--- src/rtl/ccdtg_pkg.sv ---
`timescale 1ns/1ps
package ccdtg_pkg;

  // Region tag carried with every master cycle of a line.
  typedef enum logic [1:0] {
    REG_IDLE   = 2'd0,
    REG_EMPTY  = 2'd1,
    REG_ACTIVE = 2'd2,
    REG_DARK   = 2'd3
  } pixRegion_e;

  // Strobes from the sequencer to the waveform register bank.
  typedef struct packed {
    logic lineStart;
    logic frameStart;
    logic xferWin;
    logic vHighWin;
    logic hRun;
    logic h2Win;
    logic rstWin;
    logic clampHit;
    logic sampleHit;
  } ccdStrobe_t;

endpackage

--- src/rtl/ccdtg_ctrl.sv ---
`timescale 1ns/1ps
module ccdtg_ctrl #(
  parameter int LINE_CYC    = 7275,
  parameter int FRAME_LINES = 525,
  parameter int PIX_SUB     = 8,
  parameter int TOTAL_PIX   = 791,
  parameter int RST_CYC     = 2,
  parameter int CYC_W       = 13,
  parameter int SUB_W       = 3,
  parameter int PIX_W       = 10
) (
  input  logic                   clk,
  input  logic                   rst,
  input  logic [CYC_W-1:0]       cfgXferLen,
  input  logic [CYC_W-1:0]       cfgHDelay,
  input  logic [CYC_W-1:0]       cfgPedLen,
  input  logic [CYC_W-1:0]       cfgReadLen,
  input  logic [SUB_W-1:0]       cfgClampOfs,
  input  logic [SUB_W-1:0]       cfgSampleOfs,
  output ccdtg_pkg::ccdStrobe_t  stb,
  output logic [PIX_W-1:0]       pixCnt
);
  localparam int LN_W = (FRAME_LINES > 1) ? $clog2(FRAME_LINES) : 1;

  logic [CYC_W-1:0] lineCyc;
  logic [LN_W-1:0]  lineNum;

  // Frame-atomic shadow copies of the configuration.
  logic [CYC_W-1:0] xferS, hDlyS, pedS, readS;
  logic [SUB_W-1:0] clampS, sampS;

  logic             hRun;
  logic [SUB_W-1:0] subCnt;

  logic lineEnd, frameEnd, readLine, hBegin;
  logic [CYC_W:0] hStart, vhEnd, cycNext;

  assign lineEnd  = (lineCyc == CYC_W'(LINE_CYC - 1));
  assign frameEnd = lineEnd && (lineNum == LN_W'(FRAME_LINES - 1));
  assign readLine = (lineNum == '0);

  assign hStart  = {1'b0, xferS} + ((hDlyS == '0) ? (CYC_W+1)'(1) : {1'b0, hDlyS});
  assign vhEnd   = {1'b0, pedS} + {1'b0, readS};
  assign cycNext = {1'b0, lineCyc} + (CYC_W+1)'(1);
  assign hBegin  = !readLine && !lineEnd && (cycNext == hStart);

  // Line and frame position.
  always_ff @(posedge clk) begin
    if (rst) begin
      lineCyc <= '0;
      lineNum <= '0;
    end else begin
      lineCyc <= lineEnd ? '0 : lineCyc + CYC_W'(1);
      if (lineEnd)
        lineNum <= frameEnd ? '0 : lineNum + LN_W'(1);
    end
  end

  // Settings are captured in reset and at the last cycle of each frame.
  always_ff @(posedge clk) begin
    if (rst || frameEnd) begin
      xferS  <= cfgXferLen;
      hDlyS  <= cfgHDelay;
      pedS   <= cfgPedLen;
      readS  <= cfgReadLen;
      clampS <= cfgClampOfs;
      sampS  <= cfgSampleOfs;
    end
  end

  // Pixel burst: sub-cycle and pixel counters run only inside the burst.
  always_ff @(posedge clk) begin
    if (rst) begin
      hRun   <= 1'b0;
      subCnt <= '0;
      pixCnt <= '0;
    end else if (lineEnd) begin
      hRun   <= 1'b0;
      subCnt <= '0;
      pixCnt <= '0;
    end else if (hBegin) begin
      hRun   <= 1'b1;
      subCnt <= '0;
      pixCnt <= '0;
    end else if (hRun) begin
      if (subCnt == SUB_W'(PIX_SUB - 1)) begin
        subCnt <= '0;
        if (pixCnt == PIX_W'(TOTAL_PIX - 1))
          hRun <= 1'b0;
        else
          pixCnt <= pixCnt + PIX_W'(1);
      end else begin
        subCnt <= subCnt + SUB_W'(1);
      end
    end
  end

  always_comb begin
    stb.lineStart  = (lineCyc == '0);
    stb.frameStart = (lineCyc == '0) && readLine;
    stb.xferWin    = !readLine && (lineCyc < xferS);
    stb.vHighWin   = readLine && ({1'b0, lineCyc} >= {1'b0, pedS})
                              && ({1'b0, lineCyc} < vhEnd);
    stb.hRun       = hRun;
    stb.h2Win      = hRun && (subCnt < SUB_W'(PIX_SUB / 2));
    stb.rstWin     = hRun && (subCnt < SUB_W'(RST_CYC));
    stb.clampHit   = hRun && (subCnt == clampS);
    stb.sampleHit  = hRun && (subCnt == sampS);
  end

endmodule

--- src/rtl/ccdtg_wave.sv ---
`timescale 1ns/1ps
module ccdtg_wave #(
  parameter int EMPTY_PIX  = 9,
  parameter int ACTIVE_PIX = 768,
  parameter int DARK_PIX   = 12,
  parameter int PIX_W      = 10
) (
  input  logic                  clk,
  input  logic                  rst,
  input  ccdtg_pkg::ccdStrobe_t stb,
  input  logic [PIX_W-1:0]      pixCnt,
  output logic                  hClk1,
  output logic                  hClk2,
  output logic                  fdReset,
  output logic                  clampStb,
  output logic                  sampleStb,
  output logic                  vPhase1,
  output logic                  vPhase2Mid,
  output logic                  vPhase2High,
  output logic                  lineStart,
  output logic                  frameStart,
  output logic [1:0]            pixRegion
);
  import ccdtg_pkg::*;

  localparam int ACT_LO  = EMPTY_PIX;
  localparam int DARK_LO = EMPTY_PIX + ACTIVE_PIX;
  localparam int TRL_LO  = EMPTY_PIX + ACTIVE_PIX + DARK_PIX;

  pixRegion_e regionNext;

  always_comb begin
    if (!stb.hRun)
      regionNext = REG_IDLE;
    else if ({1'b0, pixCnt} < (PIX_W+1)'(ACT_LO))
      regionNext = REG_EMPTY;
    else if ({1'b0, pixCnt} < (PIX_W+1)'(DARK_LO))
      regionNext = REG_ACTIVE;
    else if ({1'b0, pixCnt} < (PIX_W+1)'(TRL_LO))
      regionNext = REG_DARK;
    else
      regionNext = REG_EMPTY;
  end

  // Every pin comes straight from a flop: no decode glitches reach the drivers.
  always_ff @(posedge clk) begin
    if (rst) begin
      hClk1       <= 1'b1;
      hClk2       <= 1'b0;
      fdReset     <= 1'b0;
      clampStb    <= 1'b0;
      sampleStb   <= 1'b0;
      vPhase1     <= 1'b0;
      vPhase2Mid  <= 1'b1;
      vPhase2High <= 1'b0;
      lineStart   <= 1'b0;
      frameStart  <= 1'b0;
      pixRegion   <= REG_IDLE;
    end else begin
      hClk1       <= !stb.h2Win;
      hClk2       <= stb.h2Win;
      fdReset     <= stb.rstWin;
      clampStb    <= stb.clampHit;
      sampleStb   <= stb.sampleHit;
      vPhase1     <= stb.xferWin;
      vPhase2High <= stb.vHighWin;
      vPhase2Mid  <= !stb.xferWin && !stb.vHighWin;
      lineStart   <= stb.lineStart;
      frameStart  <= stb.frameStart;
      pixRegion   <= regionNext;
    end
  end

endmodule

--- src/rtl/ccd_timing_gen.sv ---
`timescale 1ns/1ps
module ccd_timing_gen #(
  parameter int LINE_CYC    = 7275,
  parameter int FRAME_LINES = 525,
  parameter int PIX_SUB     = 8,
  parameter int EMPTY_PIX   = 9,
  parameter int ACTIVE_PIX  = 768,
  parameter int DARK_PIX    = 12,
  parameter int TRAIL_PIX   = 2,
  parameter int RST_CYC     = 2,
  localparam int TOTAL_PIX  = EMPTY_PIX + ACTIVE_PIX + DARK_PIX + TRAIL_PIX,
  localparam int CYC_W      = $clog2(LINE_CYC),
  localparam int SUB_W      = $clog2(PIX_SUB),
  localparam int PIX_W      = $clog2(TOTAL_PIX + 1)
) (
  input  logic             clk,
  input  logic             rst,
  input  logic [CYC_W-1:0] cfgXferLen,
  input  logic [CYC_W-1:0] cfgHDelay,
  input  logic [CYC_W-1:0] cfgPedLen,
  input  logic [CYC_W-1:0] cfgReadLen,
  input  logic [SUB_W-1:0] cfgClampOfs,
  input  logic [SUB_W-1:0] cfgSampleOfs,
  output logic             hClk1,
  output logic             hClk2,
  output logic             fdReset,
  output logic             clampStb,
  output logic             sampleStb,
  output logic             vPhase1,
  output logic             vPhase2Mid,
  output logic             vPhase2High,
  output logic             lineStart,
  output logic             frameStart,
  output logic [1:0]       pixRegion
);
  ccdtg_pkg::ccdStrobe_t stb;
  logic [PIX_W-1:0]      pixCnt;

  ccdtg_ctrl #(
    .LINE_CYC(LINE_CYC), .FRAME_LINES(FRAME_LINES), .PIX_SUB(PIX_SUB),
    .TOTAL_PIX(TOTAL_PIX), .RST_CYC(RST_CYC),
    .CYC_W(CYC_W), .SUB_W(SUB_W), .PIX_W(PIX_W)
  ) u_ctrl (
    .clk(clk), .rst(rst),
    .cfgXferLen(cfgXferLen), .cfgHDelay(cfgHDelay),
    .cfgPedLen(cfgPedLen), .cfgReadLen(cfgReadLen),
    .cfgClampOfs(cfgClampOfs), .cfgSampleOfs(cfgSampleOfs),
    .stb(stb), .pixCnt(pixCnt)
  );

  ccdtg_wave #(
    .EMPTY_PIX(EMPTY_PIX), .ACTIVE_PIX(ACTIVE_PIX),
    .DARK_PIX(DARK_PIX), .PIX_W(PIX_W)
  ) u_wave (
    .clk(clk), .rst(rst), .stb(stb), .pixCnt(pixCnt),
    .hClk1(hClk1), .hClk2(hClk2), .fdReset(fdReset),
    .clampStb(clampStb), .sampleStb(sampleStb),
    .vPhase1(vPhase1), .vPhase2Mid(vPhase2Mid), .vPhase2High(vPhase2High),
    .lineStart(lineStart), .frameStart(frameStart), .pixRegion(pixRegion)
  );

endmodule

--- config.mk ---
export PLATFORM = sky130hd
export DESIGN_NAME = ccd_timing_gen
export DESIGN_NICKNAME = d
export VERILOG_FILES = /design/src/rtl/ccdtg_pkg.sv /design/src/rtl/ccdtg_ctrl.sv /design/src/rtl/ccdtg_wave.sv /design/src/rtl/ccd_timing_gen.sv
export SDC_FILE = /design/constraint.sdc
export NUM_CORES = 1
export LEC_CHECK = 0
export BUFFER_PORTS_ARGS = -buffer_cell sky130_fd_sc_hd__buf_4
export CORE_ASPECT_RATIO = 0.7
export CORE_UTILIZATION = 35
export DETAILED_ROUTE_END_ITERATION = 8
export PLACE_DENSITY_LB_ADDON = 0.25
export REMOVE_ABC_BUFFERS = 1
export SLEW_MARGIN = 20
export SYNTH_ARGS = -nofsm -noshare
export SYNTH_HDL_FRONTEND = slang
export SYNTH_SLANG_ARGS = --single-unit
export TNS_END_PERCENT = 30
--- constraint.sdc ---
create_clock -name clk -period 6.93 [get_ports clk]
set_clock_uncertainty 0.05 [all_clocks]
set_input_delay 0.693 -clock clk [delete_from_list [all_inputs] [get_ports clk]]
set_output_delay 0.693 -clock clk [all_outputs]
set_load 0.005 [all_outputs]
Word-level counts from Yosys, hierarchy flattened. Index checks and enable logic that the tools add are counted.

ROM bits: 0. Latch bits: 0. RAM bits: 0. Memories kept: 0. Word-level logic and storage cells: 83. Bits of input ports: 60. Flip-flop bits (word level): 107. Output and inout port bits: 12.

$lt $le $gt $ge: 8. $mul: 0. Equality and inequality tests: 7. Multiplexer cells: 10. Divide/modulo/power cells: 0. Add/subtract/negate cells: 7. Reduce and logical (&&, ||, !) cells: 26. Bitwise operators: 2. Shift operators: 0.

Operators with widths (count): logical NOT 13 bit (2); adder 10 x 1 -> 10 bit, second input constant (2); == test 10 bit, second input constant (2); less-than comparator 10 bit, second input constant (2); adder 13 x 1 -> 14 bit, second input constant (1); adder 13 x 13 -> 14 bit (1); adder 13 x 14 -> 14 bit (1); == test 14 bit (1); less-than comparator 13 x 14 -> 1 bit (1); adder 13 x 1 -> 13 bit, second input constant (1); == test 13 bit, second input constant (1); greater-or-equal comparator 13 bit (1); less-than comparator 13 bit (1); 2-to-1 mux 13 bit (1); logical AND 1 bit (12); logical NOT 10 bit (1); less-than comparator 10 x 4 -> 1 bit, second input constant (1); 2-to-1 mux 10 bit (1); == test 3 bit (2); OR reduction 3 bit (2); logical NOT 1 bit (5); 2-to-1 mux 1 bit (5); 2-to-1 mux 2 bit (2); OR reduction 2 bit (2); other kinds (8) (9).

Longest topological paths before layout.
Word-level depth: 6. Mapped depth: 17. Depth with buffers taken out: 17.

Hierarchy. Synthesis repeated with hierarchy kept, for this count alone.

Cells, all modules: 594. Area, all modules: 6228.5 um^2.

Modules (own cells, without submodules): ccdtg_ctrl (cells each 558, times used 1, sequential area each 2482.4 um^2, area an instance 5833.1 um^2); ccdtg_wave (cells each 36, times used 1, sequential area each 240.2 um^2, area an instance 395.4 um^2).

Worst setup path before layout. Ideal clock, no wire load.

Path kind: register to register. Start point: reg u_ctrl.lineNum[0]. End point: reg u_ctrl.clampS[0], enable pin. Data arrival time: 3.349 ns. Required time: 6.435 ns. Cell stages (with the launch flop): 8. Buffers on the path: 1. Clock period less this slack: 3.845 ns. Library setup time: 0.445 ns. Setup slack: 3.085 ns. Path through: dfxtp_1 > inv_1 > ha_1 > or4b_2 > nor3_1 > and4_1 > a21o_1 > clkbuf_1.

Longest elaborated chain between the ends: 3.

RTL lines: start: declaration (line ccdtg_ctrl.sv:26) `logic [LN_W-1:0] lineNum;`; start signal: assignment (line ccdtg_ctrl.sv:55) `lineNum <= frameEnd ? '0 : lineNum + LN_W'(1);`; == test 10 bit (line ccdtg_ctrl.sv:39) `assign frameEnd = lineEnd && (lineNum == LN_W'(FRAME_LINES - 1));`; logical AND 1 bit (line ccdtg_ctrl.sv:39); logical OR 1 bit (line ccdtg_ctrl.sv:61) `if (rst || frameEnd) begin`; end signal: assignment (line ccdtg_ctrl.sv:66) `clampS <= cfgClampOfs;`; end: declaration (line ccdtg_ctrl.sv:30) `logic [SUB_W-1:0] clampS, sampS;`.

Every way passes these cells. A chain may end at the register's enable or synchronous reset.

Final worst setup path.
Start point: reg u_ctrl.hDlyS[7]. End point: reg u_ctrl.subCnt[0].

Longest elaborated chain between the ends: 6.

RTL lines: start: declaration (line ccdtg_ctrl.sv:29) `logic [CYC_W-1:0] xferS, hDlyS, pedS, readS;`; start signal: assignment (line ccdtg_ctrl.sv:63) `hDlyS <= cfgHDelay;`; logical NOT 13 bit (line ccdtg_ctrl.sv:42) `assign hStart = {1'b0, xferS} + ((hDlyS == '0) ? (CYC_W+1)'(1) : {1'b0, hDlyS});`; 2-to-1 mux 13 bit * (line ccdtg_ctrl.sv:42); adder 13 x 14 -> 14 bit * (line ccdtg_ctrl.sv:42); == test 14 bit * (line ccdtg_ctrl.sv:45) `assign hBegin = !readLine && !lineEnd && (cycNext == hStart);`; logical AND 1 bit * (line ccdtg_ctrl.sv:45); OR reduction 3 bit (no line) *; end signal: assignment (line ccdtg_ctrl.sv:93) `subCnt <= subCnt + SUB_W'(1);`; end: declaration (line ccdtg_ctrl.sv:33) `logic [SUB_W-1:0] subCnt;`.

Every way passes the cells marked *; elsewhere a longest branch is shown, timed or not.

==> results_dict.tcl <==
set metrics [dict create \
    row_count 40 \
    ant_nets 0 \
    worstHoldStart "cfgHDelay[2]" \
    layout_common_cells "ha_1 (73), buf_4 (72), edfxtp_1 (58), dfxtp_1 (49), inv_1 (46)" \
    crit_required_ns 7.10 \
    ir_worst_vdd_mv 0.101 \
    gp_routability_congestion 0.840 \
    period_minus_slack_ns 4.07 \
    io_pins 72 \
    initialDrtViolationCount 266 \
    hold_path.class "in2reg" \
    drt-met1-wl_um 6880 \
    clk_latency_ns 0.36 \
    fin_ws_ns 2.86 \
    drive_gt1_frac 0.172 \
    syn_inst 594 \
    worst-path-buf-inv 1 \
    met2WireLength_um 5270 \
    start_util 0.360 \
    outcome "complete, no violations" \
    avgSynthCellArea_um2 10.5 \
    r2r_end "u_ctrl.subCnt[0]$_SDFFE_PP0P_" \
    grt_pass1_wl_um 21700 \
    hold_depth 1 \
    highest_layer "met4" \
    leakagePower_nw 3.15 \
    slew_headroom 0.544 \
    post-place-ws_ns 2.85 \
    vias 4351 \
    wl_per_cell_um 14.5 \
    cts_inserted_buffers 9 \
    cp-start-kind "flip-flop" \
    clk_pin_slew_ns 0.08 \
    cts_root_buf "clkbuf_16" \
    synth_edf_count 58 \
    finalSetupViolCount 0 \
    die_x_um 162 \
    port-buffer-count 71 \
    wl_met3_um 613 \
    htreeDepth 3 \
    ys_types 60 \
    ys_warn_count 0 \
    die_h_um 114 \
    postLayoutCoreUtil 0.421 \
    crit_arrival_ns 4.24 \
    report.final.slew_viol_count 0 \
    critPathSlowestCell "or4_1" \
    vias_per_cell 4.88 \
    syn_area_um2 6240 \
    routed_wl_um 12900 \
    hold_path_end "u_ctrl.hDlyS[2]$_DFFE_PP_" \
    final_common_cell "ha_1" \
    end_kind "flip-flop" \
    cts-resized-gates 0 \
    syn2layout_area_growth_pct 16.9 \
    cts_tree "done" \
    first_pass_iters 5 \
    synth-seq-area-share 0.437 \
    ys_seq_elements 107 \
    crit_family "simple AND/OR/NAND/NOR gates" \
    ctsHoldBuffers 0 \
    dp_hpwl_um 9910 \
    route.detailed.drc 0 \
    reg2reg_from "u_ctrl.hDlyS[7]$_DFFE_PP_" \
    clock_path_buffers 2 \
    tns_ns 0 \
    hold_viol 0 \
    grt_pass1_vias 4375 \
    dieArea_um2 18400 \
    ys.flop_type "edfxtp_1" \
    worstPathCellList "or4_1, nor4_1, a31o_2, ha_1, inv_1, fa_1, nand2b_1, a21oi_1, a31oi_1, o31a_1, a2111oi_2, and4bb_4, nor3_1" \
    total_power_w 0.00154 \
    timing.fmax_mhz 246 \
    tightest_slew_ns 0.684 \
    overflow 0 \
    asyncSetResetFlopFracSynth 0 \
    r2r_cells 13 \
    fill_cells 1689 \
    cts_setup_buffers 0 \
    clkSinkCount 107 \
    path_max_fanout 13 \
    maxCapViolCount 0 \
    grt_util_all_layers 0.151 \
    grt_antenna_before_repair 0 \
    antenna_cells 0 \
    coreArea_um2 17300 \
    power_density_nw_per_um2 211 \
    grt_max_degree 36 \
    period_share 0.587 \
    grt_setup_unrepaired "false" \
    nets 791 \
    max_stage_delay_ns 0.52 \
    path_class "reg2reg" \
    r2r_setup_slack_ns 2.86 \
]
-- layout make-up --
class                           instances  area (um^2)  share of cell area
Multi-Input combinational cell        420         3250               0.445
Sequential cell                       107         2720               0.373
Timing Repair Buffer                   72          541              0.0741
Tap cell                              231          289              0.0396
Clock buffer                            9          225              0.0309
Inverter                               46          173              0.0237
Clock inverter                          7         95.1              0.0130
-- worst max path at each step --
stage / start / end / slack, ns / depth (start not counted)
final: u_ctrl.hDlyS[7]$_DFFE_PP_ / u_ctrl.subCnt[0]$_SDFFE_PP0P_ / 2.86 / 13
after global routing: u_ctrl.hDlyS[7]$_DFFE_PP_ / u_ctrl.subCnt[0]$_SDFFE_PP0P_ / 2.56 / 14
after CTS: u_ctrl.hDlyS[7]$_DFFE_PP_ / u_ctrl.pixCnt[8]$_SDFFE_PP0P_ / 2.83 / 13
after detailed placement: u_ctrl.hDlyS[7]$_DFFE_PP_ / u_ctrl.pixCnt[8]$_SDFFE_PP0P_ / 2.85 / 13
after global placement: u_ctrl.hDlyS[7]$_DFFE_PP_ / u_ctrl.subCnt[0]$_SDFFE_PP0P_ / 2.99 / 13
after floorplan: u_ctrl.hDlyS[7]$_DFFE_PP_ / u_ctrl.pixCnt[8]$_SDFFE_PP0P_ / 3.36 / 13
-- cell usage after synthesis, types with 3 or more instances --
library cell,count,area (um^2)
ha_1,73,913
edfxtp_1,58,1740
dfxtp_1,49,981
inv_1,46,173
nor2_1,42,158
xor2_1,36,315
a21oi_1,34,170
xnor2_1,32,280
nand2_1,29,109
nand3_1,19,95.1
o21ai_0,19,95.1
clkbuf_1,15,56.3
a21o_1,14,105
nor3_1,12,60.1
nor3_2,11,110
nand2b_1,9,56.3
nand4_1,8,50.1
nor4_1,8,50.1
nor2b_1,7,43.8
a211oi_1,5,37.5
buf_2,5,25.0
and3_1,4,25.0
o21bai_1,4,30.0
and4_1,3,26.3
nor3b_1,3,22.5
o211ai_1,3,22.5
o31ai_1,3,22.5
or2_2,3,18.8
-- per-stage QoR --
stage | cell area (um^2) | hold WS (ns) | cells
finish | 7290 | 0.451 | 892
global route | 7290 | 0.435 | 892
CTS | 7290 | 0.442 | 892
detailed placement | 6970 | 0.469 | 876
global placement | 6970 | 0.457 | 876
floorplan | 6140 | 0.410 | 573
-- registers in the layout, summed over array words and instances, names as in the netlist, 2 cells and up --
register          flops
u_ctrl.hDlyS         13
u_ctrl.lineCyc       13
u_ctrl.pedS          13
u_ctrl.readS         13
u_ctrl.xferS         13
u_ctrl.lineNum       10
u_ctrl.pixCnt        10
u_ctrl.clampS         3
u_ctrl.sampS          3
u_ctrl.subCnt         3
u_wave.pixRegion      2
-- metal layers --
metal | track usage | vias to the layer above
met3 | 0.0389 | 12
met4 | 0.0396 | 0
met5 | 0 | -
li1 | - | 2248
met2 | 0.222 | 99
met1 | 0.220 | 1992
-- cell families (layout without fill, tap and decap cells) --
| kind of cell | after synthesis | count (layout) | share of synthesized area |
|---|---|---|---|
| muxes | 2 | 2 | 0.00321 |
| and+or+nand+nor | 171 | 171 | 0.155 |
| xor gates and xnor gates | 71 | 71 | 0.105 |
| buffers and inverters | 67 | 134 | 0.0431 |
| AOI/OAI and AO/OA | 101 | 101 | 0.104 |
| adders and majority gates | 75 | 75 | 0.153 |
| DFF | 107 | 107 | 0.437 |
-- where the power goes --
group | internal (W) | switching [W]
combinational | 0.000134 | 0.000142
sequential | 0.000702 | 0.0000211
clock | 0.000291 | 0.000248
(Power assumes the default switching activity.)
